## src/rtl/pbb_pkg.sv

```systemverilog
package pbb_pkg;

    localparam int PB_W = 16;

    localparam int OFF_STAGE   = 'h080;
    localparam int OFF_CAPTURE = 'h084;
    localparam int OFF_COMMAND = 'h08C;

    localparam logic [PB_W-1:0] CMD_BUS_WRITE = 16'h0001;
    localparam logic [PB_W-1:0] CMD_BUS_READ  = 16'h0003;
    localparam logic [PB_W-1:0] WORD_ENTER_REG = 16'hAF00;
    localparam logic [PB_W-1:0] WORD_LEAVE_REG = 16'h0000;

    typedef enum logic [1:0] {
        OP_NONE  = 2'd0,
        OP_WRITE = 2'd1,
        OP_READ  = 2'd2
    } bus_op_e;

    typedef struct packed {
        bus_op_e         op;
        logic [PB_W-1:0] word;
    } xfer_t;

    function automatic bus_op_e decode_cmd(input logic [PB_W-1:0] cmd);
        bus_op_e r;
        case (cmd)
            CMD_BUS_WRITE: r = OP_WRITE;
            CMD_BUS_READ:  r = OP_READ;
            default:       r = OP_NONE;
        endcase
        return r;
    endfunction

endpackage

```

## src/rtl/pbb_host_regs.sv

```systemverilog
module pbb_host_regs
    import pbb_pkg::*;
#(
    parameter int ADDR_W = 12
) (
    input  logic              clk,
    input  logic              rst,
    input  logic              host_we,
    input  logic [ADDR_W-1:0] host_addr,
    input  logic [PB_W-1:0]   host_wdata,
    output logic [PB_W-1:0]   host_rdata,
    input  logic              busy,
    input  logic              cap_valid,
    input  logic [PB_W-1:0]   cap_word,
    output xfer_t             start,
    output logic              done_clr
);

    localparam logic [ADDR_W-1:0] A_STAGE   = ADDR_W'(OFF_STAGE);
    localparam logic [ADDR_W-1:0] A_CAPTURE = ADDR_W'(OFF_CAPTURE);
    localparam logic [ADDR_W-1:0] A_COMMAND = ADDR_W'(OFF_COMMAND);

    logic [PB_W-1:0] stage_q;
    logic [PB_W-1:0] capture_q;
    logic [PB_W-1:0] command_q;
    logic            armed_q;

    logic hit_stage;
    logic hit_cmd;

    assign hit_stage = host_we && (host_addr == A_STAGE);
    assign hit_cmd   = host_we && (host_addr == A_COMMAND);
    assign done_clr  = hit_cmd && (host_wdata == WORD_LEAVE_REG);

    always_comb begin
        start.op   = OP_NONE;
        start.word = stage_q;
        if (hit_cmd && armed_q && !busy) begin
            start.op = decode_cmd(host_wdata);
        end
    end

    always_ff @(posedge clk) begin
        if (rst) begin
            stage_q   <= '0;
            capture_q <= '0;
            command_q <= '0;
            armed_q   <= 1'b1;
        end else begin
            if (hit_stage) begin
                stage_q <= host_wdata;
            end
            if (hit_cmd) begin
                command_q <= host_wdata;
                if (host_wdata == '0) begin
                    armed_q <= 1'b1;
                end else if (start.op != OP_NONE) begin
                    armed_q <= 1'b0;
                end
            end
            if (cap_valid) begin
                capture_q <= cap_word;
            end
        end
    end

    always_comb begin
        case (host_addr)
            A_STAGE:   host_rdata = stage_q;
            A_CAPTURE: host_rdata = capture_q;
            A_COMMAND: host_rdata = command_q;
            default:   host_rdata = '0;
        endcase
    end

endmodule

```

## src/rtl/pbb_strobe_seq.sv

```systemverilog
module pbb_strobe_seq
    import pbb_pkg::*;
#(
    parameter int STROBE_CYC = 4
) (
    input  logic            clk,
    input  logic            rst,
    input  xfer_t           start,
    input  logic            done_clr,
    input  logic [PB_W-1:0] pb_din,
    output logic            pb_cs_n,
    output logic            pb_wr_n,
    output logic            pb_rd_n,
    output logic            pb_oe,
    output logic [PB_W-1:0] pb_dout,
    output logic            busy,
    output logic            done,
    output logic            cap_valid,
    output logic [PB_W-1:0] cap_word,
    output logic            wr_fin,
    output logic [PB_W-1:0] wr_word
);

    localparam int CNT_W = $clog2(STROBE_CYC + 1);
    localparam logic [CNT_W-1:0] CNT_LOAD = CNT_W'(STROBE_CYC);
    localparam logic [CNT_W-1:0] CNT_ONE  = CNT_W'(1);

    logic [CNT_W-1:0] cnt_q;
    xfer_t            cur_q;
    logic             done_q;
    logic             last_cyc;
    logic             is_wr;
    logic             is_rd;

    assign busy     = (cnt_q != '0);
    assign last_cyc = (cnt_q == CNT_ONE);
    assign is_wr    = busy && (cur_q.op == OP_WRITE);
    assign is_rd    = busy && (cur_q.op == OP_READ);

    always_ff @(posedge clk) begin
        if (rst) begin
            cnt_q  <= '0;
            cur_q  <= '{op: OP_NONE, word: '0};
            done_q <= 1'b0;
        end else begin
            if (start.op != OP_NONE) begin
                cnt_q <= CNT_LOAD;
                cur_q <= start;
            end else if (busy) begin
                cnt_q <= cnt_q - CNT_ONE;
            end
            if (last_cyc) begin
                done_q <= 1'b1;
            end else if (done_clr || (start.op != OP_NONE)) begin
                done_q <= 1'b0;
            end
        end
    end

    assign pb_cs_n   = !busy;
    assign pb_wr_n   = !is_wr;
    assign pb_rd_n   = !is_rd;
    assign pb_oe     = is_wr;
    assign pb_dout   = is_wr ? cur_q.word : '0;
    assign done      = done_q;
    assign cap_valid = last_cyc && is_rd;
    assign cap_word  = pb_din;
    assign wr_fin    = last_cyc && is_wr;
    assign wr_word   = cur_q.word;

endmodule

```

## src/rtl/pbb_mode_track.sv

```systemverilog
module pbb_mode_track
    import pbb_pkg::*;
(
    input  logic            clk,
    input  logic            rst,
    input  logic            wr_fin,
    input  logic [PB_W-1:0] wr_word,
    output logic            reg_mode
);

    logic mode_q;

    always_ff @(posedge clk) begin
        if (rst) begin
            mode_q <= 1'b0;
        end else if (wr_fin) begin
            if (wr_word == WORD_ENTER_REG) begin
                mode_q <= 1'b1;
            end else if (wr_word == WORD_LEAVE_REG) begin
                mode_q <= 1'b0;
            end
        end
    end

    assign reg_mode = mode_q;

endmodule

```

## src/rtl/pbus_reg_bridge.sv

```systemverilog
module pbus_reg_bridge
    import pbb_pkg::*;
#(
    parameter int ADDR_W     = 12,
    parameter int STROBE_CYC = 4
) (
    input  logic              clk,
    input  logic              rst,
    input  logic              host_we,
    input  logic [ADDR_W-1:0] host_addr,
    input  logic [15:0]       host_wdata,
    output logic [15:0]       host_rdata,
    output logic              pb_cs_n,
    output logic              pb_wr_n,
    output logic              pb_rd_n,
    output logic              pb_oe,
    output logic [15:0]       pb_dout,
    input  logic [15:0]       pb_din,
    output logic              xfer_done,
    output logic              reg_mode
);

    xfer_t           start;
    logic            done_clr;
    logic            busy;
    logic            cap_valid;
    logic [PB_W-1:0] cap_word;
    logic            wr_fin;
    logic [PB_W-1:0] wr_word;

    pbb_host_regs #(.ADDR_W(ADDR_W)) u_regs (
        .clk        (clk),
        .rst        (rst),
        .host_we    (host_we),
        .host_addr  (host_addr),
        .host_wdata (host_wdata),
        .host_rdata (host_rdata),
        .busy       (busy),
        .cap_valid  (cap_valid),
        .cap_word   (cap_word),
        .start      (start),
        .done_clr   (done_clr)
    );

    pbb_strobe_seq #(.STROBE_CYC(STROBE_CYC)) u_seq (
        .clk       (clk),
        .rst       (rst),
        .start     (start),
        .done_clr  (done_clr),
        .pb_din    (pb_din),
        .pb_cs_n   (pb_cs_n),
        .pb_wr_n   (pb_wr_n),
        .pb_rd_n   (pb_rd_n),
        .pb_oe     (pb_oe),
        .pb_dout   (pb_dout),
        .busy      (busy),
        .done      (xfer_done),
        .cap_valid (cap_valid),
        .cap_word  (cap_word),
        .wr_fin    (wr_fin),
        .wr_word   (wr_word)
    );

    pbb_mode_track u_mode (
        .clk      (clk),
        .rst      (rst),
        .wr_fin   (wr_fin),
        .wr_word  (wr_word),
        .reg_mode (reg_mode)
    );

endmodule

```

## config.mk

```make
export PLATFORM = sky130hd
export DESIGN_NAME = pbus_reg_bridge
export DESIGN_NICKNAME = d
export VERILOG_FILES = /design/src/rtl/pbb_pkg.sv /design/src/rtl/pbb_host_regs.sv /design/src/rtl/pbb_strobe_seq.sv /design/src/rtl/pbb_mode_track.sv /design/src/rtl/pbus_reg_bridge.sv
export SDC_FILE = /design/constraint.sdc
export NUM_CORES = 1
export LEC_CHECK = 0
export BUFFER_PORTS_ARGS = -buffer_cell sky130_fd_sc_hd__buf_4
export CAP_MARGIN = 15
export CORE_MARGIN = 2
export CORE_UTILIZATION = 35
export DETAILED_ROUTE_END_ITERATION = 12
export SLEW_MARGIN = 30
export SYNTH_ARGS = -nofsm -noshare
export SYNTH_HDL_FRONTEND = slang
export SYNTH_SLANG_ARGS = --single-unit
```

## constraint.sdc

```tcl
create_clock -name clk -period 2 [get_ports clk]
set_input_delay 0 -clock clk [delete_from_list [all_inputs] [get_ports clk]]
set_output_delay 0 -clock clk [all_outputs]
set_load 0.05 [all_outputs]
```

==> reports/results.tsv <==
stage	metric	value	unit
status	status	finished, final reports clean	
floorplan	die_h	104	um
hold_path	holdCritStartpoint	rst	
detailed_routing	wl_per_cell	16.2	um
flow_run	drv_cap	0	
detailed_routing	met2_length	4.77	mm
layout	finish.cell_count_without_fillers	638	
layout	area_growth	38.5	%
detailed_routing	drt_pass1_iterations	4	
detailed_routing	drc	0	
sta	setup_viol	0	
clocking	h-tree-depth	3	
global_route	gr-total-overflow	0	
critical_path	end_kind	output pin	
global_route	antenna_found_initial	0	
power_and_ir_drop	cellPowerDensity	689	nW/um^2
clocking	root_buffer	clkbuf_8	
placement	place_congestion	0.811	
critical_path	crit_path_top_delay_cell	dfxtp_1	
power_and_ir_drop	power	3.37	mW
logic_synthesis	ys_async_sr_fraction	0	
logic_synthesis	synth_top_area_cell	dfxtp_1	
placement	portBuffers	84	
critical_path	crit_arrival	1890	ps
sta	finalHoldViolations	0	
critical_path	slowest_delay	350	ps
power_and_ir_drop	vdd_ir_drop_max	0.000470	V
detailed_routing	first_iter_violations	181	
logic_synthesis	synth_cells	387	
floorplan	core-area	9770	um^2
critical_path	timing.critical_path.mode_cell	buf_6	
layout	layout-drive-gt1-share	0.283	
sta	slew_headroom	0.499	
placement	dp_cells	587	
detailed_routing	route.met3.wl	533	um
detailed_routing	wl_met1	4.81	mm
hold_path	hp-class	in2reg	
logic_synthesis	synth.most_common_cell	dfxtp_1	
logic_synthesis	syn_nets	437	
critical_path	cp.required	2000	ps
sta	period_needed	1890	ps
clocking	numCtsBuffers	9	
logic_synthesis	syn_area_per_cell	9.13	um^2
sta	tightest_slew	752	ps
logic_synthesis	synth_area_leaders	dfxtp_1 41%, mux2i_1 9.3%, and2_1 5.7%, a21oi_1 5.2%, nor2_1 4.2%	
logic_synthesis	ys_seq_area_frac	0.408	
sta	whs	174	ps
critical_path	rrSetupSlack	200	ps
hold_path	hold_depth	2	
detailed_routing	totalWireLength	10.3	mm
layout	antenna_cells	0	
hold_path	whs_endpoint	u_regs.stage_q[0]$_SDFFE_PP0P_	
critical_path	worstReg2RegEnd	u_mode.reg_mode$_SDFFE_PP0P_	
critical_path	crit_path_cell_trace	inv_2 -> ha_4 -> nand2b_4 -> inv_4 -> nor3b_4 -> buf_4 -> buf_6 -> and2_1 -> buf_6	
critical_path	path_max_fanout	5	
logic_synthesis	netlist_area	3530	um^2
critical_path	worstSetupPathType	reg2out	
logic_synthesis	synth_edf_count	0	
layout	nNetsFinal	550	
layout	fillers	930	
detailed_routing	routed.top_layer	met4	
detailed_routing	ant_nets	0	
clocking	clock_latency	340	ps
clocking	cts.sinks	72	
critical_path	cp_top_family	buffers and inverters	
floorplan	row_count	36	
global_route	grt_max_degree	73	
critical_path	worst-path-buf-inv	5	
critical_path	startpoint_type	register	
detailed_routing	vias	3337	
layout	finish.utilization	0.501	
global_route	grt_pass1_wl	16.1	mm
logic_synthesis	ys_ff_latch	72	
logic_synthesis	synth_warnings	0	
sta	clock.fmax	528	MHz
placement	dp_hpwl	7.09	mm
floorplan	die_w	104	um
global_route	grt_pass1_vias	3167	
logic_synthesis	synthTopCellsByCount	72 x dfxtp_1, 40 x nor2_1, 37 x a21oi_1, 33 x mux2i_1, 33 x nand2_1	
floorplan	ios	85	
power_and_ir_drop	p_leak	2.02	nW
critical_path	r2r_start	u_seq.wr_word[6]$_SDFFE_PP0P_	
sta	fin_skew	6.71	ps
clocking	cts_buffer_depth	2	
logic_synthesis	yosysTopAreaCellShare	0.408	
sta	finalCritPeriodShare	0.947	
detailed_routing	via_per_inst	5.23	
clocking	cts_tree	done	
logic_synthesis	ys_types	43	
global_route	grtUsageTotal	0.185	
floorplan	initial_core_util	0.361	
sta	drv_slew	0	
critical_path	reg2regPathDepth	4	
logic_synthesis	synth_top_flop_cell	dfxtp_1	
floorplan	dieArea	10900	um^2
clocking	clkTransAtPathRegs	80	ps
[layer usage]
| layer | vias to the layer above | track usage |
|---|---|---|
| li1 | 1628 | - |
| met4 | 0 | 0.0608 |
| met5 | - | 0 |
| met2 | 113 | 0.296 |
| met1 | 1577 | 0.242 |
| met3 | 19 | 0.0495 |
[flip-flops by register name (all words and copies together) (netlist names)]
name              cells
u_regs.capture_q     16
u_regs.command_q     16
u_regs.stage_q       16
u_seq.wr_word        16
u_seq.cnt_q           3
u_seq.cur_q           2
u_mode.reg_mode       1
u_regs.armed_q        1
u_seq.done            1
[cells by family (layout without fill, tap and decap cells)]
logic type / count (synthesis) / count (layout) / synth area share
AND/OR/NAND/NOR: 165 / 165 / 0.280
AO/OA/AOI/OAI: 75 / 75 / 0.144
flip-flops: 72 / 72 / 0.408
adder cells (fa/ha/maj): 3 / 3 / 0.0106
buffers and inverters: 38 / 156 / 0.0609
XOR/XNOR: 1 / 1 / 0.00248
multiplexers: 33 / 33 / 0.0935
[area by class of cell]
cell class / instances / area (um^2) / area share
Clock buffer: 11 / 151 / 0.0309
Sequential cell: 72 / 1440 / 0.295
Multi-Input combinational cell: 277 / 1920 / 0.392
Timing Repair Buffer: 135 / 1140 / 0.233
Inverter: 5 / 21.3 / 0.00435
Tap cell: 133 / 166 / 0.0340
Clock inverter: 5 / 55.1 / 0.0113
[layout by cell type (no fill, tap or decap), types with 8 or more instances in the layout]
| cell | netlist | routed |
|---|---|---|
| a211o_1 | 8 | 8 |
| dfxtp_1 | 72 | 71 |
| clkbuf_8 | 0 | 11 |
| dlygate4sd3_1 | 0 | 32 |
| nand4_1 | 21 | 21 |
| o31ai_1 | 19 | 19 |
| and2_1 | 32 | 32 |
| a21oi_1 | 37 | 37 |
| buf_4 | 4 | 94 |
| nor2_1 | 40 | 40 |
| nand2_1 | 33 | 33 |
| mux2i_1 | 33 | 33 |
[through the flow]
step                setup TNS (ps)  worst slack (ps)  cell area (um^2)
finish                           0               106              4890
global route                 -18.1             -18.1              4890
CTS                              0              40.5              4820
detailed placement               0               175              4290
global placement                 0               189              4290
floorplan                        0              71.6              3530
[worst max path at each step]
stage	start	to	depth (start not counted)
after floorplan	u_seq.cnt_q[0]$_SDFFE_PP0P_	pb_dout[10]	7
after global placement	u_seq.cnt_q[0]$_SDFFE_PP0P_	u_seq.cnt_q[1]$_SDFFE_PP0P_	8
after detailed placement	u_seq.cnt_q[0]$_SDFFE_PP0P_	u_regs.capture_q[2]$_SDFFE_PP0P_	8
after CTS	u_seq.cnt_q[0]$_SDFFE_PP0P_	pb_dout[4]	8
after global routing	u_seq.cnt_q[1]$_SDFFE_PP0P_	pb_dout[4]	9
final	u_seq.cnt_q[1]$_SDFFE_PP0P_	pb_dout[4]	9
[what timing repair did]
item | in CTS | in global routing
setup buffers | 0 | 1
hold buffers | 32 | 0
hold endpoints to repair | 50 | 0
endpoints found under the setup margin | 0 | 24
gates resized for setup | 0 | 17
[where the power goes]
part | internal (mW) | leakage (nW) | switching [mW]
Sequential | 1.47 | 0.581 | 0.0225
Combinational | 0.285 | 1.34 | 0.415
Clock | 0.640 | 0.101 | 0.542
Total | 2.39 | 2.02 | 0.979
Note: power is estimated with default switching activity, not from simulation.
